===== config.mk =====
export PLATFORM = sky130hd
export DESIGN_NAME = rtc_index_port
export DESIGN_NICKNAME = d
export VERILOG_FILES = /design/src/rtl/rtc_port_pkg.sv /design/src/rtl/rtc_port_decode.sv /design/src/rtl/rtc_bank.sv /design/src/rtl/rtc_index_port.sv
export SDC_FILE = /design/constraint.sdc
export NUM_CORES = 2
export LEC_CHECK = 0
export ABC_AREA = 1
export ABC_CLOCK_PERIOD_IN_PS = 2100
export BUFFER_PORTS_ARGS = -buffer_cell sky130_fd_sc_hd__buf_4
export CAP_MARGIN = 20
export CORE_ASPECT_RATIO = 1.4
export CORE_MARGIN = 4
export CORE_UTILIZATION = 40
export CTS_CLUSTER_DIAMETER = 30
export CTS_CLUSTER_SIZE = 10
export DETAILED_ROUTE_END_ITERATION = 10
export HOLD_SLACK_MARGIN = 0.03
export PLACE_DENSITY = 0.55
export SLEW_MARGIN = 20
export SYNTH_ARGS = -nofsm -noshare
export SYNTH_HDL_FRONTEND = slang
export SYNTH_SLANG_ARGS = --single-unit

===== constraint.sdc =====
create_clock -name clk -period 2.1 [get_ports clk]
set_clock_uncertainty 0.15 [all_clocks]
set_input_delay 0 -clock clk [delete_from_list [all_inputs] [get_ports clk]]
set_output_delay 0 -clock clk [all_outputs]
set_load 0.01 [all_outputs]

===== src/rtl/rtc_port_pkg.sv =====
package rtc_port_pkg;
  typedef enum logic [1:0] {
    PORT_STD_ADDR = 2'd0,
    PORT_STD_DATA = 2'd1,
    PORT_EXT_ADDR = 2'd2,
    PORT_EXT_DATA = 2'd3
  } port_sel_e;

  typedef enum logic [1:0] {
    RSRC_NONE = 2'd0,
    RSRC_ADDR = 2'd1,
    RSRC_STD  = 2'd2,
    RSRC_EXT  = 2'd3
  } rd_src_e;
endpackage


===== src/rtl/rtc_port_decode.sv =====
module rtc_port_decode #(
  parameter int NBANK = 2
) (
  input  logic             io_wr,
  input  logic             io_rd,
  input  logic [1:0]       io_port,
  output logic [NBANK-1:0] idx_we,
  output logic [NBANK-1:0] dat_we,
  output logic [NBANK-1:0] dat_re,
  output logic             addr_rd
);
  // Port select bit 1 picks the bank, bit 0 picks data versus address.
  for (genvar b = 0; b < NBANK; b++) begin : g_dec
    always_comb begin
      idx_we[b] = io_wr && !io_port[0] && (int'(io_port[1]) == b);
      dat_we[b] = io_wr &&  io_port[0] && (int'(io_port[1]) == b);
      dat_re[b] = io_rd &&  io_port[0] && (int'(io_port[1]) == b);
    end
  end

  assign addr_rd = io_rd && !io_port[0];
endmodule


===== src/rtl/rtc_bank.sv =====
module rtc_bank #(
  parameter int IDX_W  = 7,
  parameter int DATA_W = 8
) (
  input  logic              clk,
  input  logic              rst,
  input  logic              idx_we,
  input  logic [IDX_W-1:0]  idx_in,
  input  logic              dat_we,
  input  logic              dat_re,
  input  logic [DATA_W-1:0] wdata,
  output logic [DATA_W-1:0] rdata
);
  localparam int DEPTH = 1 << IDX_W;

  logic [IDX_W-1:0]  idx_q;
  logic [DATA_W-1:0] mem [DEPTH];
  logic [DATA_W-1:0] rdata_q;

  always_ff @(posedge clk) begin
    if (rst)         idx_q <= '0;
    else if (idx_we) idx_q <= idx_in;
  end

  // Storage without reset and with a registered read port, so it maps onto block RAM.
  always_ff @(posedge clk) begin
    if (dat_we) mem[idx_q] <= wdata;
    if (dat_re) rdata_q <= mem[idx_q];
  end

  assign rdata = rdata_q;

  AST_IDX_HOLD: assert property (@(posedge clk) disable iff (rst)
    !idx_we |=> $stable(idx_q));
  AST_IDX_LOAD: assert property (@(posedge clk) disable iff (rst)
    idx_we |=> idx_q == $past(idx_in));
endmodule


===== src/rtl/rtc_index_port.sv =====
module rtc_index_port
  import rtc_port_pkg::*;
#(
  parameter int   IDX_W   = 7,
  parameter int   DATA_W  = 8,
  parameter logic NMI_RST = 1'b1
) (
  input  logic              clk,
  input  logic              rst,
  input  logic              io_wr,
  input  logic              io_rd,
  input  logic [1:0]        io_port,
  input  logic [DATA_W-1:0] io_wdata,
  output logic [DATA_W-1:0] io_rdata,
  output logic              io_rvalid,
  output logic              rtc_ale,
  output logic              rtc_ale_ext,
  output logic [IDX_W-1:0]  rtc_ale_idx,
  output logic              nmi_mask,
  input  logic              cfg_rd,
  output logic [DATA_W-1:0] cfg_rdata
);
  localparam int NBANK   = 2;
  localparam int NMI_BIT = DATA_W - 1;

  logic [NBANK-1:0]  idx_we, dat_we, dat_re;
  logic              addr_rd;
  logic [DATA_W-1:0] bank_rd [NBANK];

  rtc_port_decode #(.NBANK(NBANK)) u_dec (
    .io_wr   (io_wr),
    .io_rd   (io_rd),
    .io_port (io_port),
    .idx_we  (idx_we),
    .dat_we  (dat_we),
    .dat_re  (dat_re),
    .addr_rd (addr_rd)
  );

  // Both banks take only the low index bits; bit 7 feeds the NMI mask or is dropped.
  for (genvar b = 0; b < NBANK; b++) begin : g_bank
    rtc_bank #(.IDX_W(IDX_W), .DATA_W(DATA_W)) u_bank (
      .clk    (clk),
      .rst    (rst),
      .idx_we (idx_we[b]),
      .idx_in (io_wdata[IDX_W-1:0]),
      .dat_we (dat_we[b]),
      .dat_re (dat_re[b]),
      .wdata  (io_wdata),
      .rdata  (bank_rd[b])
    );
  end

  logic [DATA_W-1:0] shadow_q, cfg_q;
  logic              nmi_q;

  always_ff @(posedge clk) begin
    if (rst) begin
      shadow_q <= '0;
      nmi_q    <= NMI_RST;
    end else if (idx_we[0]) begin
      shadow_q <= io_wdata;
      nmi_q    <= io_wdata[NMI_BIT];
    end
  end

  always_ff @(posedge clk) begin
    if (rst)         cfg_q <= '0;
    else if (cfg_rd) cfg_q <= shadow_q;
  end

  logic             ale_q, ale_ext_q;
  logic [IDX_W-1:0] ale_idx_q;

  always_ff @(posedge clk) begin
    if (rst) begin
      ale_q     <= 1'b0;
      ale_ext_q <= 1'b0;
      ale_idx_q <= '0;
    end else begin
      ale_q <= |idx_we;
      if (|idx_we) begin
        ale_ext_q <= idx_we[1];
        ale_idx_q <= io_wdata[IDX_W-1:0];
      end
    end
  end

  rd_src_e rsrc_q;
  logic    rvalid_q;

  always_ff @(posedge clk) begin
    if (rst) begin
      rsrc_q   <= RSRC_NONE;
      rvalid_q <= 1'b0;
    end else begin
      rvalid_q <= io_rd;
      if (!io_rd)        rsrc_q <= RSRC_NONE;
      else if (addr_rd)  rsrc_q <= RSRC_ADDR;
      else if (io_port[1]) rsrc_q <= RSRC_EXT;
      else               rsrc_q <= RSRC_STD;
    end
  end

  always_comb begin
    case (rsrc_q)
      RSRC_ADDR: io_rdata = '1;
      RSRC_STD:  io_rdata = bank_rd[0];
      RSRC_EXT:  io_rdata = bank_rd[1];
      default:   io_rdata = '0;
    endcase
  end

  assign io_rvalid   = rvalid_q;
  assign rtc_ale     = ale_q;
  assign rtc_ale_ext = ale_ext_q;
  assign rtc_ale_idx = ale_idx_q;
  assign nmi_mask    = nmi_q;
  assign cfg_rdata   = cfg_q;

  AST_ALE_ON_ADDR_WR: assert property (@(posedge clk) disable iff (rst)
    (io_wr && !io_port[0]) |=> rtc_ale);
  AST_ALE_QUIET: assert property (@(posedge clk) disable iff (rst)
    !(io_wr && !io_port[0]) |=> !rtc_ale);
  AST_NMI_HOLD: assert property (@(posedge clk) disable iff (rst)
    !(io_wr && io_port == PORT_STD_ADDR) |=> $stable(nmi_mask));
  AST_ADDR_RD_ONES: assert property (@(posedge clk) disable iff (rst)
    (io_rd && !io_port[0]) |=> io_rdata == '1);
  AST_RVALID_FOLLOWS: assert property (@(posedge clk) disable iff (rst)
    io_rd |=> io_rvalid);
  AST_RVALID_IDLE: assert property (@(posedge clk) disable iff (rst)
    !io_rd |=> !io_rvalid);
  AST_EXT_LOW_BITS: assert property (@(posedge clk) disable iff (rst)
    (io_wr && io_port == PORT_EXT_ADDR) |=>
      (rtc_ale_ext && rtc_ale_idx == $past(io_wdata[IDX_W-1:0])));
  AST_SHADOW_RD: assert property (@(posedge clk) disable iff (rst)
    (cfg_rd && !idx_we[0]) |=> $stable(shadow_q) && cfg_rdata == shadow_q);
endmodule


### Yosys cells after proc, flatten, opt, wreduce, memory -nomap -nowiden

Memory sizes are Yosys's and may differ from the RTL's. A register that Yosys moved wholly into a read port is not among the register bits.
Cells that the tools add are included.

| word-level totals | value |
|---|---|
| bits in writable memories | 2048 |
| bits in registers | 43 |
| memories kept | 2 |
| output and inout port bits | 27 |
| word-level logic and storage cells | 39 |

| cells by class | value |
|---|---|
| bitwise logic cells | 2 |
| mux-type cells | 7 |
| reductions and logical operators | 14 |
| equal/unequal tests | 3 |

Memories:

| name | depth | bits a word | rd ports | clocked after memory_dff | wr ports | RTL line | RTL |
|---|---|---|---|---|---|---|---|
| g_bank[0].u_bank.mem | 128 | 8 | 1 | 1 | 1 | rtc_bank.sv:17 | `logic [DATA_W-1:0] mem [DEPTH];` |
| g_bank[1].u_bank.mem | 128 | 8 | 1 | 1 | 1 | rtc_bank.sv:17 |  |

Operators by type and width:

| cell | count |
|---|---|
| $pmux 8 s3 | 1 |
| $logic_and 1x1->1 | 10 |
| $mux 1 | 6 |
| $eq 2x2->1 const B | 2 |
| $reduce_or 2->1 | 2 |
| $reduce_or 3->1 | 1 |
| $eq 2x1->1 const B | 1 |
| $not 1->1 | 2 |
| $logic_not 1->1 | 1 |

### Longest topological paths before layout

| logic depth | value |
|---|---|
| depth after elaboration | 4 |
| mapped depth | 14 |
| mapped depth without buffers | 11 |

### By module

A second synthesis with hierarchy kept.

| second synthesis, totals | value |
|---|---|
| cells, all modules | 9022 |
| area total of the unflattened synthesis | 89711.0 um2 |

By module, submodules not included:

| module | area each (um2) | seq. area each (um2) | cells an instance | times used |
|---|---|---|---|---|
| rtc_bank | 44258.7 | 31129.9 | 4426 | 2 |
| rtc_index_port | 1144.8 | 580.6 | 157 | 1 |
| rtc_port_decode | 48.8 | 0.0 | 13 | 1 |

### Worst setup path after synthesis

Ideal clock, no wire load.

| path | value |
|---|---|
| kind | register to register |
| from | register g_bank[1].u_bank.idx_q[0] |
| to | memory g_bank[1].u_bank.mem[126][0], enable pin |
| setup slack | -134 ps |
| arrival time | 1714 ps |
| period minus slack after synthesis | 2234 ps |
| data required time | 1580 ps |
| stages on the path, launching flop included | 9 |
| buffers on the path | 5 |
| library setup time | 370 ps |
| cell sequence | dfxtp_1 -> buf_6 -> inv_2 -> buf_6 -> buf_2 -> buf_2 -> nand3_1 -> buf_2 -> nor2_1 |

RTL lines:

| element | RTL line | RTL |
|---|---|---|
| start: declaration | rtc_bank.sv:16 | `logic [IDX_W-1:0] idx_q;` |
| start signal: assignment | rtc_bank.sv:22 | `else if (idx_we) idx_q <= idx_in;` |
| end: declaration | rtc_bank.sv:17 |  |

Straight into the memory's write port.

==> insert_results.sql <==
INSERT INTO impl_metrics (metric_group, metric, value, unit) VALUES
('placement', 'dp_hpwl', '161000', 'µm'),
('grt', 'overflow', '0', ''),
('clocking', 'clock_tree.root_cell', 'clkbuf_16', ''),
('min_path', 'holdCritPathClass', 'in2reg', ''),
('detailed_routing', 'firstDrtPassIters', '6', ''),
('grt', 'initial_antenna_violation_count', '7', ''),
('clocking', 'clock_path_buffers', '4', ''),
('logic_synthesis', 'synth_fp_nets', '8779', ''),
('logic_synthesis', 'synth_area_per_cell', '10.3', 'µm²'),
('layout', 'final_core_utilization', '52.5', '%'),
('outcome', 'failing_checks', 'negative setup slack', ''),
('critical_path', 'cpMostUsedCell', 'nand2_1', ''),
('critical_path', 'worst-setup-path-type', 'reg2reg', ''),
('logic_synthesis', 'yosys-top-cells-area', 'edfxtp_1 (69%), nand2_1 (9.9%), inv_1 (7.0%), nand3_1 (4.8%), nor2_1 (3.2%)', ''),
('pwr', 'post-layout-total-power', '117', 'mW'),
('pwr', 'p_switching', '25.9', 'mW'),
('detailed_routing', 'dr.first_iter.drc_count', '5203', ''),
('critical_path', 'endpoint_kind', 'flop', ''),
('detailed_routing', 'routed_wirelength', '266000', 'µm'),
('sta', 'worst-slew-pin-transition', '871', 'ps'),
('sta', 'setup_ws', '-452', 'ps'),
('logic_synthesis', 'number_of_enable_flip_flop_cells_after_synthesis', '2064', ''),
('clocking', 'tritoncts.num_buffers', '390', ''),
('pwr', 'peak_supply_drop', '0.788', 'mV'),
('layout', 'num-nets-final', '9757', ''),
('sta', 'fmax', '392', 'MHz'),
('logic_synthesis', 'synth.cell_area', '90300', 'µm²'),
('grt', 'grt_max_degree', '113', ''),
('layout', 'drive_gt1_share', '20.4', '%'),
('detailed_routing', 'ant_nets', '0', ''),
('clocking', 'tritoncts_clock_tree', 'yes', ''),
('logic_synthesis', 'synth_cell_types', '25', ''),
('logic_synthesis', 'post_synth_inst_count', '8764', ''),
('floorplan', 'fp.coreArea', '225000', 'µm²'),
('logic_synthesis', 'yosysMostFrequentCell', 'nand2_1', ''),
('critical_path', 'arrival', '3000', 'ps'),
('clocking', 'clock_insertion_delay_worst_skew', '880', 'ps'),
('sta', 'timing.final.setup_violations', '1758', ''),
('outcome', 'outcome', 'finished, violations left', ''),
('floorplan', 'initial_utilization', '40.2', '%'),
('pwr', 'power_share_of_the_clock_group', '54.7', '%'),
('detailed_routing', 'drcViolationCount', '0', ''),
('pwr', 'internal_power', '90.8', 'mW'),
('placement', 'placement.io_buffers', '41', ''),
('pwr', 'power.share.switching', '22.2', '%'),
('critical_path', 'cp_cell_sequence', 'buf_12 -> buf_16 -> buf_16 -> buf_8 -> nand2_2 -> nand3_2 -> nand4_1 -> nand2_1 -> nand2_1 -> nor2_1 -> nor2_1 -> nor2_2 -> nand2_1', ''),
('detailed_routing', 'routedWlPerCell', '20.4', 'µm'),
('placement', 'globalplace.congestion', '0.894', ''),
('detailed_routing', 'route.vias.total', '63246', ''),
('run', 'drv_cap', '0', ''),
('grt', 'number_of_global_route_vias_before_repair', '62995', ''),
('sta', 'max_slew_margin', '41.7', '%'),
('clocking', 'maximum_level_of_the_cts_h_tree', '5', ''),
('logic_synthesis', 'synth.ff_latch_count', '2100', ''),
('sta', 'hold_viol_final', '0', ''),
('critical_path', 'worstPathRequired', '2550', 'ps'),
('pwr', 'p_leak', '50.3', 'nW'),
('sta', 'finalMaxSlewViolations', '0', ''),
('detailed_routing', 'routed_via_density', '4.83', ''),
('critical_path', 'crit_path_start_kind', 'flop', ''),
('sta', 'min_period', '2550', 'ps'),
('pwr', 'combPwrFrac', '5.7', '%'),
('layout', 'area.growth.synth_to_final', '30.7', '%'),
('logic_synthesis', 'synth_common_cells', 'nand2_1 (2389), edfxtp_1 (2064), inv_1 (1678), nand3_1 (860), nor2_1 (771)', ''),
('grt', 'grt_use_total', '21.9', '%'),
('sta', 'period_share', '122', '%'),
('logic_synthesis', 'netlist.area_leader.share', '68.6', '%'),
('floorplan', 'chipWidth', '410', 'µm'),
('floorplan', 'floorplan.rows', '206', ''),
('grt', 'grt_first_pass_wirelength', '388000', 'µm'),
('floorplan', 'die_area', '234000', 'µm²');
-- logic make-up after synthesis --
logic type / count (synthesis) / synth area share (%)
simple gates: 4218 / 19.3
flops: 2100 / 69.4
buf+inv: 2073 / 9.16
compound gates: 373 / 2.11
-- power by group through the flow --
stage	registers [mW]	clock network [mW]	logic [mW]
floorplan	47.0	0	2.41
global placement	47.0	0	5.57
detailed placement	47.0	0	5.59
CTS	46.2	64.7	6.18
global route	46.2	67.0	7.06
finish	46.2	63.8	6.62
-- layout by cell type, fill, tap and decap left out, types with 5 or more instances in the layout --
| cell type | Yosys | routed |
|---|---|---|
| or2_1 | 19 | 19 |
| buf_12 | 0 | 150 |
| nand2_2 | 0 | 67 |
| a21oi_1 | 24 | 24 |
| bufinv_16 | 0 | 61 |
| clkinv_2 | 0 | 61 |
| nand3_2 | 0 | 42 |
| clkinv_1 | 3 | 40 |
| nor2_1 | 771 | 623 |
| nand3_1 | 860 | 816 |
| dlygate4sd3_1 | 0 | 27 |
| buf_4 | 48 | 619 |
| o21ai_0 | 266 | 175 |
| or2_4 | 0 | 15 |
| or2_2 | 127 | 112 |
| nor2_4 | 0 | 53 |
| dfxtp_4 | 0 | 5 |
| clkinv_4 | 0 | 31 |
| o21ai_2 | 0 | 52 |
| inv_6 | 0 | 24 |
| clkinvlp_4 | 0 | 51 |
| o211ai_1 | 16 | 16 |
| clkbuf_16 | 0 | 423 |
| nand2_4 | 0 | 5 |
| dfxtp_1 | 36 | 28 |
| inv_16 | 0 | 11 |
| inv_2 | 6 | 7 |
| o21ai_1 | 66 | 100 |
| buf_16 | 0 | 34 |
| buf_8 | 0 | 23 |
| nand4_1 | 48 | 48 |
| nand2_1 | 2389 | 2316 |
| nor2_2 | 1 | 96 |
| edfxtp_1 | 2064 | 2064 |
| clkbuf_1 | 124 | 39 |
| buf_6 | 7 | 88 |
| inv_1 | 1678 | 1676 |
| o21ai_4 | 0 | 5 |
-- repair_timing --
item | in CTS | in global routing
resized for setup | 298 | 392
gates cloned | 20 | 28
pin swaps | 94 | 140
endpoints found under the setup margin | 2070 | 2078
endpoints found under the hold margin | 2314 | 0
setup buffers | 32 | 45
hold buffers | 32 | 0
-- registers in the layout, summed over array words and instances, names as in the netlist --
name,flops
g_bank.u_bank.mem,2048
io_rvalid,1
shadow_q,2
rtc_ale_idx,7
g_bank.u_bank.idx_q,13
cfg_rdata,8
rtc_ale_ext,1
rsrc_q,2
g_bank.u_bank.rdata,16
rtc_ale,1
nmi_mask,1
-- routing by layer --
layer	global-route usage [%]	part of all wire (%)	up-vias	wire (µm)
met1	25.8	38	30513	102000
met3	3.50	5.6	593	15000
met2	39.5	51	1997	137000
met5	0	0.0049	-	13
li1	-	-	30141	-
met4	9.52	4.7	2	12600
-- through the flow --
step	hold slack (ps)	setup WS (ps)	TNS (ps)	area, µm²	cells
6_report	106	-452	-190380	118000	13085
5_1_grt	81.4	-498	-313320	118000	13083
4_1_cts	31.8	-447	-340290	116000	13016
3_5_place_dp	135	-742	-492420	100000	12223
3_3_place_gp	129	-760	-438590	100000	12223
2_1_floorplan	-80.9	-134	-146610	90300	8764
-- worst max-delay path: cells and delay by family (launching register included) --
| kind | cells | cell delay [ps] |
|---|---|---|
| buffers and inverters | 4 | 740 |
| DFF | 1 | 380 |
| and+or+nand+nor | 9 | 980 |
-- final cells by class --
type                       count  area [µm²]
multi-input combinational   4591       20700
antenna                        3        7.51
inverter                    1687        6370
timing repair buffer         967       10900
fill                       19589      107000
tap                         3016        3770
sequential                  2100       62700
clock buffer                 439       10100
timing repair inverter         5        76.3
clock inverter               277        3350
-- path summary, 6_finish.rpt --
path	from	endpoint	depth (start not counted)
max	g_bank[1].u_bank.idx_q[0]$_SDFFE_PP0P_	g_bank[1].u_bank.rdata[2]$_DFFE_PP_	13
min	io_wdata[6]	g_bank[0].u_bank.mem[45][6]$_DFFE_PP_	3
max reg2reg	g_bank[1].u_bank.idx_q[0]$_SDFFE_PP0P_	g_bank[1].u_bank.rdata[2]$_DFFE_PP_	13
min reg2reg	shadow_q[7]$_SDFFE_PP0P_	cfg_rdata[7]$_SDFFE_PP0P_	2
Note: power is estimated with default switching activity, not from simulation.
